**src/rtl/spi_port_pkg.sv**
```systemverilog
package spi_port_pkg;
  typedef enum logic [2:0] {
    A_CTRL0 = 3'd0,
    A_CTRL1 = 3'd1,
    A_PRESC = 3'd2,
    A_DATA  = 3'd3,
    A_STAT  = 3'd4
  } reg_addr_e;

  localparam logic [15:0] CTRL0_RST = 16'h0007;
  localparam logic [7:0]  PRESC_RST = 8'd2;
endpackage

```
**src/rtl/spi_fifo.sv**
```systemverilog
module spi_fifo #(
  parameter int W     = 16,
  parameter int DEPTH = 8
) (
  input  logic         clk_i,
  input  logic         rst_ni,
  input  logic         push_i,
  input  logic [W-1:0] wdata_i,
  input  logic         pop_i,
  output logic [W-1:0] rdata_o,
  output logic         full_o,
  output logic         empty_o
);
  localparam int AW = $clog2(DEPTH);
  localparam int CW = AW + 1;

  logic [W-1:0]  mem [DEPTH];
  logic [AW-1:0] wp_q, rp_q;
  logic [CW-1:0] cnt_q;
  logic          do_push, do_pop;

  assign full_o  = cnt_q == CW'(DEPTH);
  assign empty_o = cnt_q == '0;
  assign do_push = push_i && !full_o;
  assign do_pop  = pop_i && !empty_o;
  assign rdata_o = mem[rp_q];

  always_ff @(posedge clk_i) begin
    if (do_push) mem[wp_q] <= wdata_i;
  end

  always_ff @(posedge clk_i or negedge rst_ni) begin
    if (!rst_ni) begin
      wp_q  <= '0;
      rp_q  <= '0;
      cnt_q <= '0;
    end else begin
      if (do_push) wp_q <= (wp_q == AW'(DEPTH-1)) ? '0 : wp_q + 1'b1;
      if (do_pop)  rp_q <= (rp_q == AW'(DEPTH-1)) ? '0 : rp_q + 1'b1;
      cnt_q <= cnt_q + CW'(do_push) - CW'(do_pop);
    end
  end

  p_full_drop_r8: assert property (@(posedge clk_i) disable iff (!rst_ni)
    (push_i && full_o && !pop_i) |=> $stable(cnt_q));
  p_empty_pop_r11: assert property (@(posedge clk_i) disable iff (!rst_ni)
    (pop_i && empty_o && !push_i) |=> empty_o);
endmodule

```
**src/rtl/spi_clkgen.sv**
```systemverilog
module spi_clkgen #(
  parameter int PW = 8,
  parameter int DW = 8
) (
  input  logic          clk_i,
  input  logic          rst_ni,
  input  logic          run_i,
  input  logic [PW-1:0] presc_i,
  input  logic [DW-1:0] div_i,
  output logic          tick_o
);
  localparam int HW = PW + DW;

  logic [HW-1:0] half, cnt_q;

  // half period = (P/2)*(D+1) peripheral clocks
  assign half = HW'(presc_i[PW-1:1]) * (HW'(div_i) + HW'(1));

  always_ff @(posedge clk_i or negedge rst_ni) begin
    if (!rst_ni) begin
      cnt_q  <= '0;
      tick_o <= 1'b0;
    end else if (!run_i) begin
      cnt_q  <= '0;
      tick_o <= 1'b0;
    end else if (cnt_q >= half - HW'(1)) begin
      cnt_q  <= '0;
      tick_o <= 1'b1;
    end else begin
      cnt_q  <= cnt_q + HW'(1);
      tick_o <= 1'b0;
    end
  end

  p_tick_gap_r7: assert property (@(posedge clk_i) disable iff (!rst_ni)
    (tick_o && half > HW'(1) && $stable(half)) |=> !tick_o);
endmodule

```
**src/rtl/spi_engine.sv**
```systemverilog
module spi_engine #(
  parameter int W = 16
) (
  input  logic                 clk_i,
  input  logic                 rst_ni,
  input  logic                 en_i,
  input  logic                 slave_i,
  input  logic                 lbm_i,
  input  logic                 cpol_i,
  input  logic                 cpha_i,
  input  logic [$clog2(W)-1:0] len_m1_i,
  input  logic                 tick_i,
  input  logic                 tx_avail_i,
  input  logic [W-1:0]         tx_word_i,
  input  logic                 sck_s_i,
  input  logic                 ssel_s_i,
  input  logic                 din_ext_i,
  output logic                 tx_pop_o,
  output logic                 rx_push_o,
  output logic [W-1:0]         rx_word_o,
  output logic                 busy_o,
  output logic                 sck_o,
  output logic                 dout_o
);
  localparam int LW = $clog2(W);

  logic [W-1:0] tx_sr, rx_sr, rx_next;
  logic [LW:0]  hcnt;
  logic         sck_q, sck_prev_q, ssel_prev_q;
  logic         lead, smp, shft, step, last, start, abort, din;

  assign dout_o = tx_sr[len_m1_i];
  assign din    = lbm_i ? dout_o : din_ext_i;
  assign busy_o = busy_q;
  assign sck_o  = sck_q;

  logic busy_q;

  always_comb begin
    lead    = ~hcnt[0];
    smp     = cpha_i ? ~lead : lead;
    shft    = cpha_i ? (lead && hcnt != '0) : ~lead;
    step    = busy_q && (slave_i ? (sck_s_i ^ sck_prev_q) : tick_i);
    last    = hcnt == {len_m1_i, 1'b1};
    start   = !busy_q && en_i && (slave_i ? (ssel_prev_q && !ssel_s_i) : tx_avail_i);
    abort   = busy_q && slave_i && ssel_s_i;
    rx_next = {rx_sr[W-2:0], din};
  end

  assign tx_pop_o  = start && tx_avail_i;
  assign rx_push_o = step && last && !abort;
  assign rx_word_o = smp ? rx_next : rx_sr;

  always_ff @(posedge clk_i or negedge rst_ni) begin
    if (!rst_ni) begin
      busy_q      <= 1'b0;
      tx_sr       <= '0;
      rx_sr       <= '0;
      hcnt        <= '0;
      sck_q       <= 1'b0;
      sck_prev_q  <= 1'b0;
      ssel_prev_q <= 1'b1;
    end else begin
      sck_prev_q  <= sck_s_i;
      ssel_prev_q <= ssel_s_i;
      if (start) begin
        busy_q <= 1'b1;
        tx_sr  <= tx_avail_i ? tx_word_i : '0;
        rx_sr  <= '0;
        hcnt   <= '0;
        sck_q  <= cpol_i;
      end else if (abort) begin
        busy_q <= 1'b0;
        sck_q  <= cpol_i;
      end else if (step) begin
        if (smp)  rx_sr <= rx_next;
        if (shft) tx_sr <= {tx_sr[W-2:0], 1'b0};
        sck_q <= ~sck_q;
        hcnt  <= hcnt + 1'b1;
        if (last) busy_q <= 1'b0;
      end else if (!busy_q) begin
        sck_q <= cpol_i;
      end
    end
  end

  p_end_idle_r6: assert property (@(posedge clk_i) disable iff (!rst_ni)
    ($fell(busy_q) && !slave_i && $stable(cpol_i)) |-> (sck_q == cpol_i));
  p_idle_level_r6: assert property (@(posedge clk_i) disable iff (!rst_ni)
    (!busy_q && !$past(busy_q) && $stable(cpol_i)) |-> (sck_q == cpol_i));
endmodule

```
**src/rtl/spi_port.sv**
```systemverilog
module spi_port
  import spi_port_pkg::*;
#(
  parameter int W     = 16,
  parameter int DEPTH = 8
) (
  input  logic        clk_i,
  input  logic        rst_ni,
  input  logic [2:0]  addr_i,
  input  logic        wr_i,
  input  logic        rd_i,
  input  logic [15:0] wdata_i,
  output logic [15:0] rdata_o,
  output logic        sck_o,
  output logic        ssel_o,
  output logic        mosi_o,
  input  logic        miso_i,
  input  logic        sck_i,
  input  logic        ssel_i,
  input  logic        mosi_i,
  output logic        miso_o,
  output logic        miso_oe_o
);
  localparam int LW = $clog2(W);

  logic [15:0] ctrl0_q;
  logic [3:0]  ctrl1_q;
  logic [7:0]  presc_q;
  logic [1:0]  sck_sy, ssel_sy, mosi_sy;
  logic        en, slave, lbm, sod, cpol, cpha;
  logic        tx_full, tx_empty, rx_full, rx_empty;
  logic        tx_pop, rx_push, busy, tick, eng_sck, dout;
  logic [W-1:0] tx_word, rx_word, rx_head;
  reg_addr_e   addr;

  assign addr  = reg_addr_e'(addr_i);
  assign lbm   = ctrl1_q[0];
  assign en    = ctrl1_q[1];
  assign slave = ctrl1_q[2];
  assign sod   = ctrl1_q[3];
  assign cpol  = ctrl0_q[6];
  assign cpha  = ctrl0_q[7];

  always_ff @(posedge clk_i or negedge rst_ni) begin
    if (!rst_ni) begin
      ctrl0_q <= CTRL0_RST;
      ctrl1_q <= '0;
      presc_q <= PRESC_RST;
      sck_sy  <= '0;
      ssel_sy <= '1;
      mosi_sy <= '0;
    end else begin
      sck_sy  <= {sck_sy[0], sck_i};
      ssel_sy <= {ssel_sy[0], ssel_i};
      mosi_sy <= {mosi_sy[0], mosi_i};
      if (wr_i) begin
        unique case (addr)
          A_CTRL0: if (!en && wdata_i[3:0] >= 4'd3 && wdata_i[5:4] == 2'b00) ctrl0_q <= wdata_i;
          A_CTRL1: ctrl1_q <= wdata_i[3:0];
          A_PRESC: if (!en && !wdata_i[0] && wdata_i[7:0] != 8'd0) presc_q <= wdata_i[7:0];
          default: ;
        endcase
      end
    end
  end

  always_comb begin
    unique case (addr)
      A_CTRL0: rdata_o = ctrl0_q;
      A_CTRL1: rdata_o = {12'd0, ctrl1_q};
      A_PRESC: rdata_o = {8'd0, presc_q};
      A_DATA:  rdata_o = rx_empty ? 16'd0 : 16'(rx_head);
      A_STAT:  rdata_o = {11'd0, busy, 1'b0, !rx_empty, !tx_full, 1'b0};
      default: rdata_o = 16'd0;
    endcase
  end

  spi_fifo #(.W(W), .DEPTH(DEPTH)) u_txq (
    .clk_i, .rst_ni,
    .push_i (wr_i && addr == A_DATA),
    .wdata_i(W'(wdata_i)),
    .pop_i  (tx_pop),
    .rdata_o(tx_word),
    .full_o (tx_full),
    .empty_o(tx_empty)
  );

  spi_fifo #(.W(W), .DEPTH(DEPTH)) u_rxq (
    .clk_i, .rst_ni,
    .push_i (rx_push),
    .wdata_i(rx_word),
    .pop_i  (rd_i && addr == A_DATA),
    .rdata_o(rx_head),
    .full_o (rx_full),
    .empty_o(rx_empty)
  );

  spi_clkgen #(.PW(8), .DW(8)) u_clk (
    .clk_i, .rst_ni,
    .run_i  (busy && !slave),
    .presc_i(presc_q),
    .div_i  (ctrl0_q[15:8]),
    .tick_o (tick)
  );

  spi_engine #(.W(W)) u_eng (
    .clk_i, .rst_ni,
    .en_i      (en),
    .slave_i   (slave),
    .lbm_i     (lbm),
    .cpol_i    (cpol),
    .cpha_i    (cpha),
    .len_m1_i  (ctrl0_q[LW-1:0]),
    .tick_i    (tick),
    .tx_avail_i(!tx_empty),
    .tx_word_i (tx_word),
    .sck_s_i   (sck_sy[1]),
    .ssel_s_i  (ssel_sy[1]),
    .din_ext_i (slave ? mosi_sy[1] : miso_i),
    .tx_pop_o  (tx_pop),
    .rx_push_o (rx_push),
    .rx_word_o (rx_word),
    .busy_o    (busy),
    .sck_o     (eng_sck),
    .dout_o    (dout)
  );

  assign sck_o     = slave ? cpol : eng_sck;
  assign ssel_o    = !(busy && !slave);
  assign mosi_o    = slave ? 1'b0 : dout;
  assign miso_o    = dout;
  assign miso_oe_o = en && slave && !sod && !ssel_sy[1];

  p_cfg_frozen_r3: assert property (@(posedge clk_i) disable iff (!rst_ni)
    (en && $past(en)) |-> ($stable(ctrl0_q) && $stable(presc_q)));
  p_sod_hiz_r10: assert property (@(posedge clk_i) disable iff (!rst_ni)
    sod |-> !miso_oe_o);
  p_rx_drop_r8: assert property (@(posedge clk_i) disable iff (!rst_ni)
    (rx_push && rx_full && !(rd_i && addr == A_DATA)) |=> rx_full);
endmodule

```
**config.mk**
```make
export PLATFORM = sky130hd
export DESIGN_NAME = spi_port
export DESIGN_NICKNAME = d
export VERILOG_FILES = /design/src/rtl/spi_port_pkg.sv /design/src/rtl/spi_fifo.sv /design/src/rtl/spi_clkgen.sv /design/src/rtl/spi_engine.sv /design/src/rtl/spi_port.sv
export SDC_FILE = /design/constraint.sdc
export NUM_CORES = 1
export LEC_CHECK = 0
export ABC_AREA = 1
export CAP_MARGIN = 20
export CORE_AREA = 2 2 205 207
export CTS_CLUSTER_DIAMETER = 40
export DETAILED_ROUTE_END_ITERATION = 7
export DIE_AREA = 0 0 207 209
export PLACE_DENSITY = 0.63
export SETUP_SLACK_MARGIN = 0.1
export SKIP_CTS_REPAIR_TIMING = 1
export SLEW_MARGIN = 5
export SYNTH_ARGS = -nofsm -noshare
export SYNTH_HDL_FRONTEND = slang
export SYNTH_SLANG_ARGS = --single-unit
```
**constraint.sdc**
```tcl
create_clock -name clk_i -period 9.4 [get_ports clk_i]
set_input_delay 1.88 -clock clk_i [delete_from_list [all_inputs] [get_ports clk_i]]
set_output_delay 1.88 -clock clk_i [all_outputs]
set_load 0.01 [all_outputs]
```
==> results.md, run 1 <==
- CP arrival: 4.79 ns
- Total Power: 7510 uW
- Vias: 12900
- Initial Utilization: 0.445
- Unrepaired setup endpoints after global routing: no
- Critical Path Start Type: input port
- Clk pin slew, worst setup/hold paths: 0.05 ns
- Final Hold Fails: 0
- Crit-path max FO: 16
- H-tree depth: 2
- Post-route ant nets: 0
- Sequential-to-total area share from yosys stat: 0.572
- Dpl hpwl: 28800 um
- Die Span Y: 209 um
- Crit. End Element: output port
- Drt initial violations: 1125
- Vias in the first global route: 13100
- Synthesized instance count: 1772
- Run status: finished, final reports clean
- Max frequency: 150 MHz
- Final Non-Filler Cells: 2416
- Maximum root-to-sink buffer count: 3
- Clock skew: 0.0677 ns
- IO Pins: 48
- Design area: 21300 um^2
- Die Span X: 207 um
- Slew headroom: 0.256
- VDD IR max: 0.193 mV
- Area Overhead vs Synth: 16.0%
- Flops & latches, synth: 368
- Commonest non-fill, non-tap cell in the layout: nor2_1
- CTS Buf Count: 53
- Clock Root Buffer: clkbuf_16
- Drc violations: 0
- Req. time, crit path: 7.52 ns
- Post-Syn Nets: 1918
- Vias per cell: 5.35
- Worst Max-Slew Pin Slew: 1.10 ns
- IO buf count: 47
- GPL Wtd Cong: 0.846
- Total GRT Usage: 0.206
- Minimum clock period: 6.67 ns
- Layout cells sized above 1: 0.0927
- Ant. Diodes: 0
- Final setup violation count: 0
- Cell area after placement: 19400 um^2
- # rows: 75
- Die area: 43300 um^2
- Largest net degree at the start of global routing: 73
- TritonRoute pass-1 iters: 5
- Congestion Overflow GR: 0
- Placed Cells: 2313
- Initial antenna violation count: 0
- CTS Sinks: 368
- Critical path type: in2out
- Core box area: 41300 um^2
- First-pass GRT wire length: 70500 um
- Nets@finish: 1978
- Leak: 0.00859 uW
- Clock Latency Late Sink: 0.61 ns
- Cell Area, Synth: 18400 um^2
- Tcrit/Tclk final: 0.709
- Avg Inst Size Synth: 10.4 um^2
- Synth Warn #: 0
- CTS tree: built
- Max-Cap Viols: 0
- WL final: 44100 um
- Hold crit path type: reg2reg
- Post-detailed-route wirelength per cell: 18.3 um
- TNS Setup: 0 ns
- Highest-count cells in the layout ignoring fill and taps: nor2_1 (258), edfxtp_1 (256), o21ai_0 (229), inv_1 (213), nand2_1 (212)
- Pwr dens: 352 nW/um^2
- Synth unique cells: 51
- Final Max Tran Viols: 0
[sequential cells by signal, indices dropped and copies added (netlist names), 4 cells and up]
name / flops
ctrl1_q: 4
u_eng.hcnt: 5
u_eng.rx_sr: 16
presc_q: 8
u_rxq.mem: 128
ctrl0_q: 16
u_txq.cnt_q: 4
u_rxq.cnt_q: 4
u_clk.cnt_q: 16
u_txq.mem: 128
u_eng.tx_sr: 16
[metal layers]
metal  GRT usage  vias to the layer above  part of all wire
li1            -                     6183                 -
met3      0.0394                       67             0.066
met2       0.330                      399              0.46
met1       0.281                     6267              0.45
met4      0.0704                        0             0.024
met5           0                        -                 0
[path summary, 6_finish.rpt]
check / from / slack, ns / cells past startpoint / endpoint
max: addr_i[1] / 2.73 / 8 / rdata_o[8]
max reg2reg: ctrl0_q[8] / 2.95 / 29 / u_clk.cnt_q[8]
min reg2reg: mosi_sy[0] / 0.35 / 0 / mosi_sy[1]
min in group asynchronous: rst_ni / 1.26 / 1 / u_rxq.wp_q[0]
max in group asynchronous: rst_ni / 6.70 / 2 / u_clk.cnt_q[7]
min: mosi_sy[0] / 0.35 / 0 / mosi_sy[1]
[cell families after synthesis]
group / count (synthesis) / share of synthesized area
buffers and inverters: 292 / 0.0643
adder cells (fa/ha/maj): 119 / 0.0979
flip-flops: 368 / 0.572
XOR/XNOR: 32 / 0.0157
AND/OR/NAND/NOR: 583 / 0.132
AO/OA/AOI/OAI: 378 / 0.118
[worst max-delay path: stages]
cell,delay [ns]
clkdlybuf4s50_1,0.51
inv_1,0.09
nor3_1,0.34
nand2_1,0.09
inv_1,0.60
nand3_1,0.32
o21ai_0,0.31
clkdlybuf4s50_1,0.64
[stage by stage]
step / setup WS [ns] / hold WS (ns) / utilization
6_report: 2.73 / 0.345 / 0.516
5_1_grt: 2.33 / 0.355 / 0.516
4_1_cts: 2.75 / 0.347 / 0.515
3_5_place_dp: 2.77 / 0.335 / 0.470
3_3_place_gp: 2.77 / 0.335 / 0.470
2_1_floorplan: 3.82 / 0.331 / -
[power by group]
| group | total (uW) | switching, uW | internal [uW] |
|---|---|---|---|
| sequential | 2080 | 152 | 1920 |
| combinational | 3420 | 2180 | 1240 |
| clock | 2010 | 799 | 1210 |
[cell usage after synthesis (all sizes together)]
cell / instances / area [um^2]
or2: 5 / 31.3
dfstp: 7 / 184
o2111ai: 3 / 26.3
nand4: 8 / 50.1
o21bai: 3 / 22.5
a21oi: 36 / 184
nand2: 216 / 831
a21o: 1 / 7.51
nor2: 264 / 1020
nor3: 25 / 141
a31oi: 13 / 81.3
a211oi: 1 / 7.51
xor2: 18 / 165
and2: 1 / 6.26
ha: 78 / 976
o21a: 3 / 22.5
clkinv: 1 / 3.75
o211ai: 41 / 308
dfrtp: 105 / 2630
edfxtp: 256 / 7690
o21ai: 237 / 1190
o221ai: 25 / 219
nor3b: 1 / 12.5
inv: 220 / 828
o22ai: 12 / 75.1
nor4: 3 / 25.0
fa: 41 / 821
a31o: 1 / 8.76
nand3: 60 / 305
a221oi: 2 / 17.5
buf: 28 / 166
clkbuf: 43 / 181
xnor2: 14 / 123
[final cells by class]
type	count	area, um^2
clock inverter	42	488
clock buffer	58	1350
multi-input combinational	1112	6750
tap	539	674
sequential	368	10500
timing repair buffer	76	708
inverter	221	832
fill	3614	20000
(Power assumes the default switching activity.)
==> run 2, diff against run 1 <==
- clock period: 9.4 -> 6.39 ns (I/O delays scaled with it)
==> run 2 against run 1 <==
  * Critical endpoint is now u_clk.cnt_q[3]
  * Combinational power increased by 51%
  * Register-to-register slack worse by 2.5 ns
  * Highest routed layer unchanged
  * Worst hold slack gained 0.0017 ns
  * Die area unchanged
  * Total power rose by 49%
==> results.md, run 2 (same netlist as run 1, synthesis figures left out) <==
- Req. time, crit path: 6.86 ns (-0.66 ns)
- TritonRoute pass-1 iters: 5 (unchanged)
- GPL Wtd Cong: 0.832 (-1.7%)
- Largest net degree at the start of global routing: 67 (-8.2%)
- Maximum root-to-sink buffer count: 3 (unchanged)
- Max frequency: 169 MHz
- Layout cells sized above 1: 0.103 (+0.0104)
- Hold Path Stages: 0 (unchanged)
- Hold crit path type: reg2reg
- Die area: 43300 um^2 (unchanged)
- Max-Cap Viols: 0 (unchanged)
- TNS Setup: 0 ns (unchanged)
- Sw Share: 0.411 (-0.00635)
- Commonest non-fill, non-tap cell in the layout: nor2_1
- VDD IR max: 0.311 mV (+61%)
- Vias: 13000 (+0.46%)
- Unrepaired setup endpoints after global routing: no
- Vias in the first global route: 13000 (-0.77%)
- Regs by FF count: u_rxq.mem x128, u_txq.mem x128
- Total GRT Usage: 0.204 (-0.00137)
- Seq pwr share: 0.271 (-0.006)
- Reg2Reg Depth: 28 (-3.4%)
- Leak: 0.00868 uW (+1.1%)
- Die Span X: 207 um (unchanged)
- Area Overhead vs Synth: 17.0%
- Minimum clock period: 5.92 ns
- Core box area: 41300 um^2 (unchanged)
- IO Pins: 48 (unchanged)
- Crit-path max FO: 8 (-8)
- CTS tree: built
- Run status: finished, final reports clean
- Post-detailed-route wirelength per cell: 18.0 um (-1.7%)
- Final setup violation count: 0 (unchanged)
- Final Max Tran Viols: 0 (unchanged)
- Highest-count cells in the layout ignoring fill and taps: nor2_1 (257), edfxtp_1 (256), o21ai_0 (227), inv_1 (213), nand2_1 (211)
- Clock Root Buffer: clkbuf_16
- Crit. End Element: flip-flop
- Critical path type: reg2reg
- IO buf count: 47 (unchanged)
- CTS Buf Count: 54 (+1.9%)
- # rows: 75 (unchanged)
- Drc violations: 0 (unchanged)
- Drt initial violations: 1135 (+0.89%)
- Slew headroom: 0.340 (+0.0834)
- Vias per cell: 5.34 (-0.16%)
- Final Hold Fails: 0 (unchanged)
- P_int: 6600 uW (+51%)
- Worst Max-Slew Pin Slew: 0.991 ns (-0.113 ns)
- Clk pin slew, worst setup/hold paths: 0.05 ns (about the same)
- CTS Sinks: 368 (unchanged)
- Dpl hpwl: 28500 um (-1.1%)
- Clock share of power: 0.269 (+0.002)
- Slowest-stage cell, CP: fa_1
- Post-route ant nets: 0 (unchanged)
- Worst path max stage delay: 0.55 ns (-0.09 ns)
- Clock skew: 0.0638 ns (-0.00393 ns)
- Combinational Power Share: 0.460 (+0.004)
- Initial antenna violation count: 0 (unchanged)
- Die Span Y: 209 um (unchanged)
- Critical Path Start Type: flip-flop
- Nets@finish: 1992 (+0.71%)
- Total Power: 11200 uW (+49%)
- Psw: 4600 uW (+47%)
- Pwr dens: 521 nW/um^2 (+48%)
- Clock Latency Late Sink: 0.61 ns (about the same)
- Core Util, Final: 0.520 (+0.00442)
- First-pass GRT wire length: 69800 um (-0.96%)
- Tcrit/Tclk final: 0.926
- Congestion Overflow GR: 0 (unchanged)
- Initial Utilization: 0.445 (unchanged)
- WL final: 43700 um (-1.0%)
- H-tree depth: 2 (unchanged)
- CP arrival: 6.39 ns (+1.60 ns)
- Fillcell total: 3602 (-0.33%)
- Ant. Diodes: 0 (unchanged)
- Most Frequent Cell on Critical Path: inv_1
==> run 2: changes by cell type in the layout (fill, tap and decap cells not counted), sizes merged <==
cell / previous run / this run
buf: 30 / 43
bufinv: 5 / 6
clkbuf: 58 / 63
clkinv: 17 / 18
clkinvlp: 8 / 7
inv: 233 / 229
==> run 2: final cells by class <==
class,instances,area (um^2),share of cell area
well taps,539,674,0.0314
clock inverters,39,473,0.0220
multi-input cells,1112,6780,0.316
repair buffers,89,803,0.0374
flip-flops and latches,368,10500,0.489
clock buffers,63,1420,0.0659
inverters,221,832,0.0387
==> run 2: through the flow <==
step / cell area, um^2 / cells / hold slack, ns / worst slack (ns)
finish: 21500 / 2431 / 0.347 / 0.470
global route: 21500 / 2431 / 0.353 / 0.0753
CTS: 21300 / 2420 / 0.349 / 0.0314
detailed placement: 19500 / 2318 / 0.336 / 0.0971
global placement: 19500 / 2318 / 0.337 / 0.236
floorplan: 18400 / 1772 / 0.331 / 0.813
==> run 2: worst paths after layout <==
check | end | slack, ns | startpoint
min | sck_sy[1] | 0.35 | sck_sy[0]
max in group asynchronous | ctrl0_q[8] | 4.27 | rst_ni
max | u_clk.cnt_q[3] | 0.47 | ctrl0_q[10]
max reg2reg | u_clk.cnt_q[3] | 0.47 | ctrl0_q[10]
min in group asynchronous | u_txq.wp_q[0] | 0.74 | rst_ni
min reg2reg | sck_sy[1] | 0.35 | sck_sy[0]
==> run 2: layer usage <==
layer  track usage  share of wire  up-vias
met2         0.325           0.46      373
met1         0.285           0.46     6316
met4        0.0680          0.027        0
li1              -              -     6218
met3        0.0359          0.060       69
met5             0              0        -
==> run 2: critical path, delay by kind of cell (launching register included) <==
family | cells | cell delay (ns)
flip-flops | 1 | 0.38
buffers and inverters | 7 | 0.56
AND/OR/NAND/NOR | 10 | 1.34
adder cells (fa/ha/maj) | 6 | 2.64
AO/OA/AOI/OAI | 3 | 0.46
XOR/XNOR | 2 | 0.41
==> run 2: power groups by stage <==
stage / logic, uW / registers, uW / clock network [uW]
3_3_place_gp: 4870 / 3070 / 0
6_report: 5150 / 3030 / 3010
2_1_floorplan: 3860 / 3000 / 0
3_5_place_dp: 4980 / 3080 / 0
5_1_grt: 5970 / 3060 / 3150
4_1_cts: 5030 / 3030 / 3050
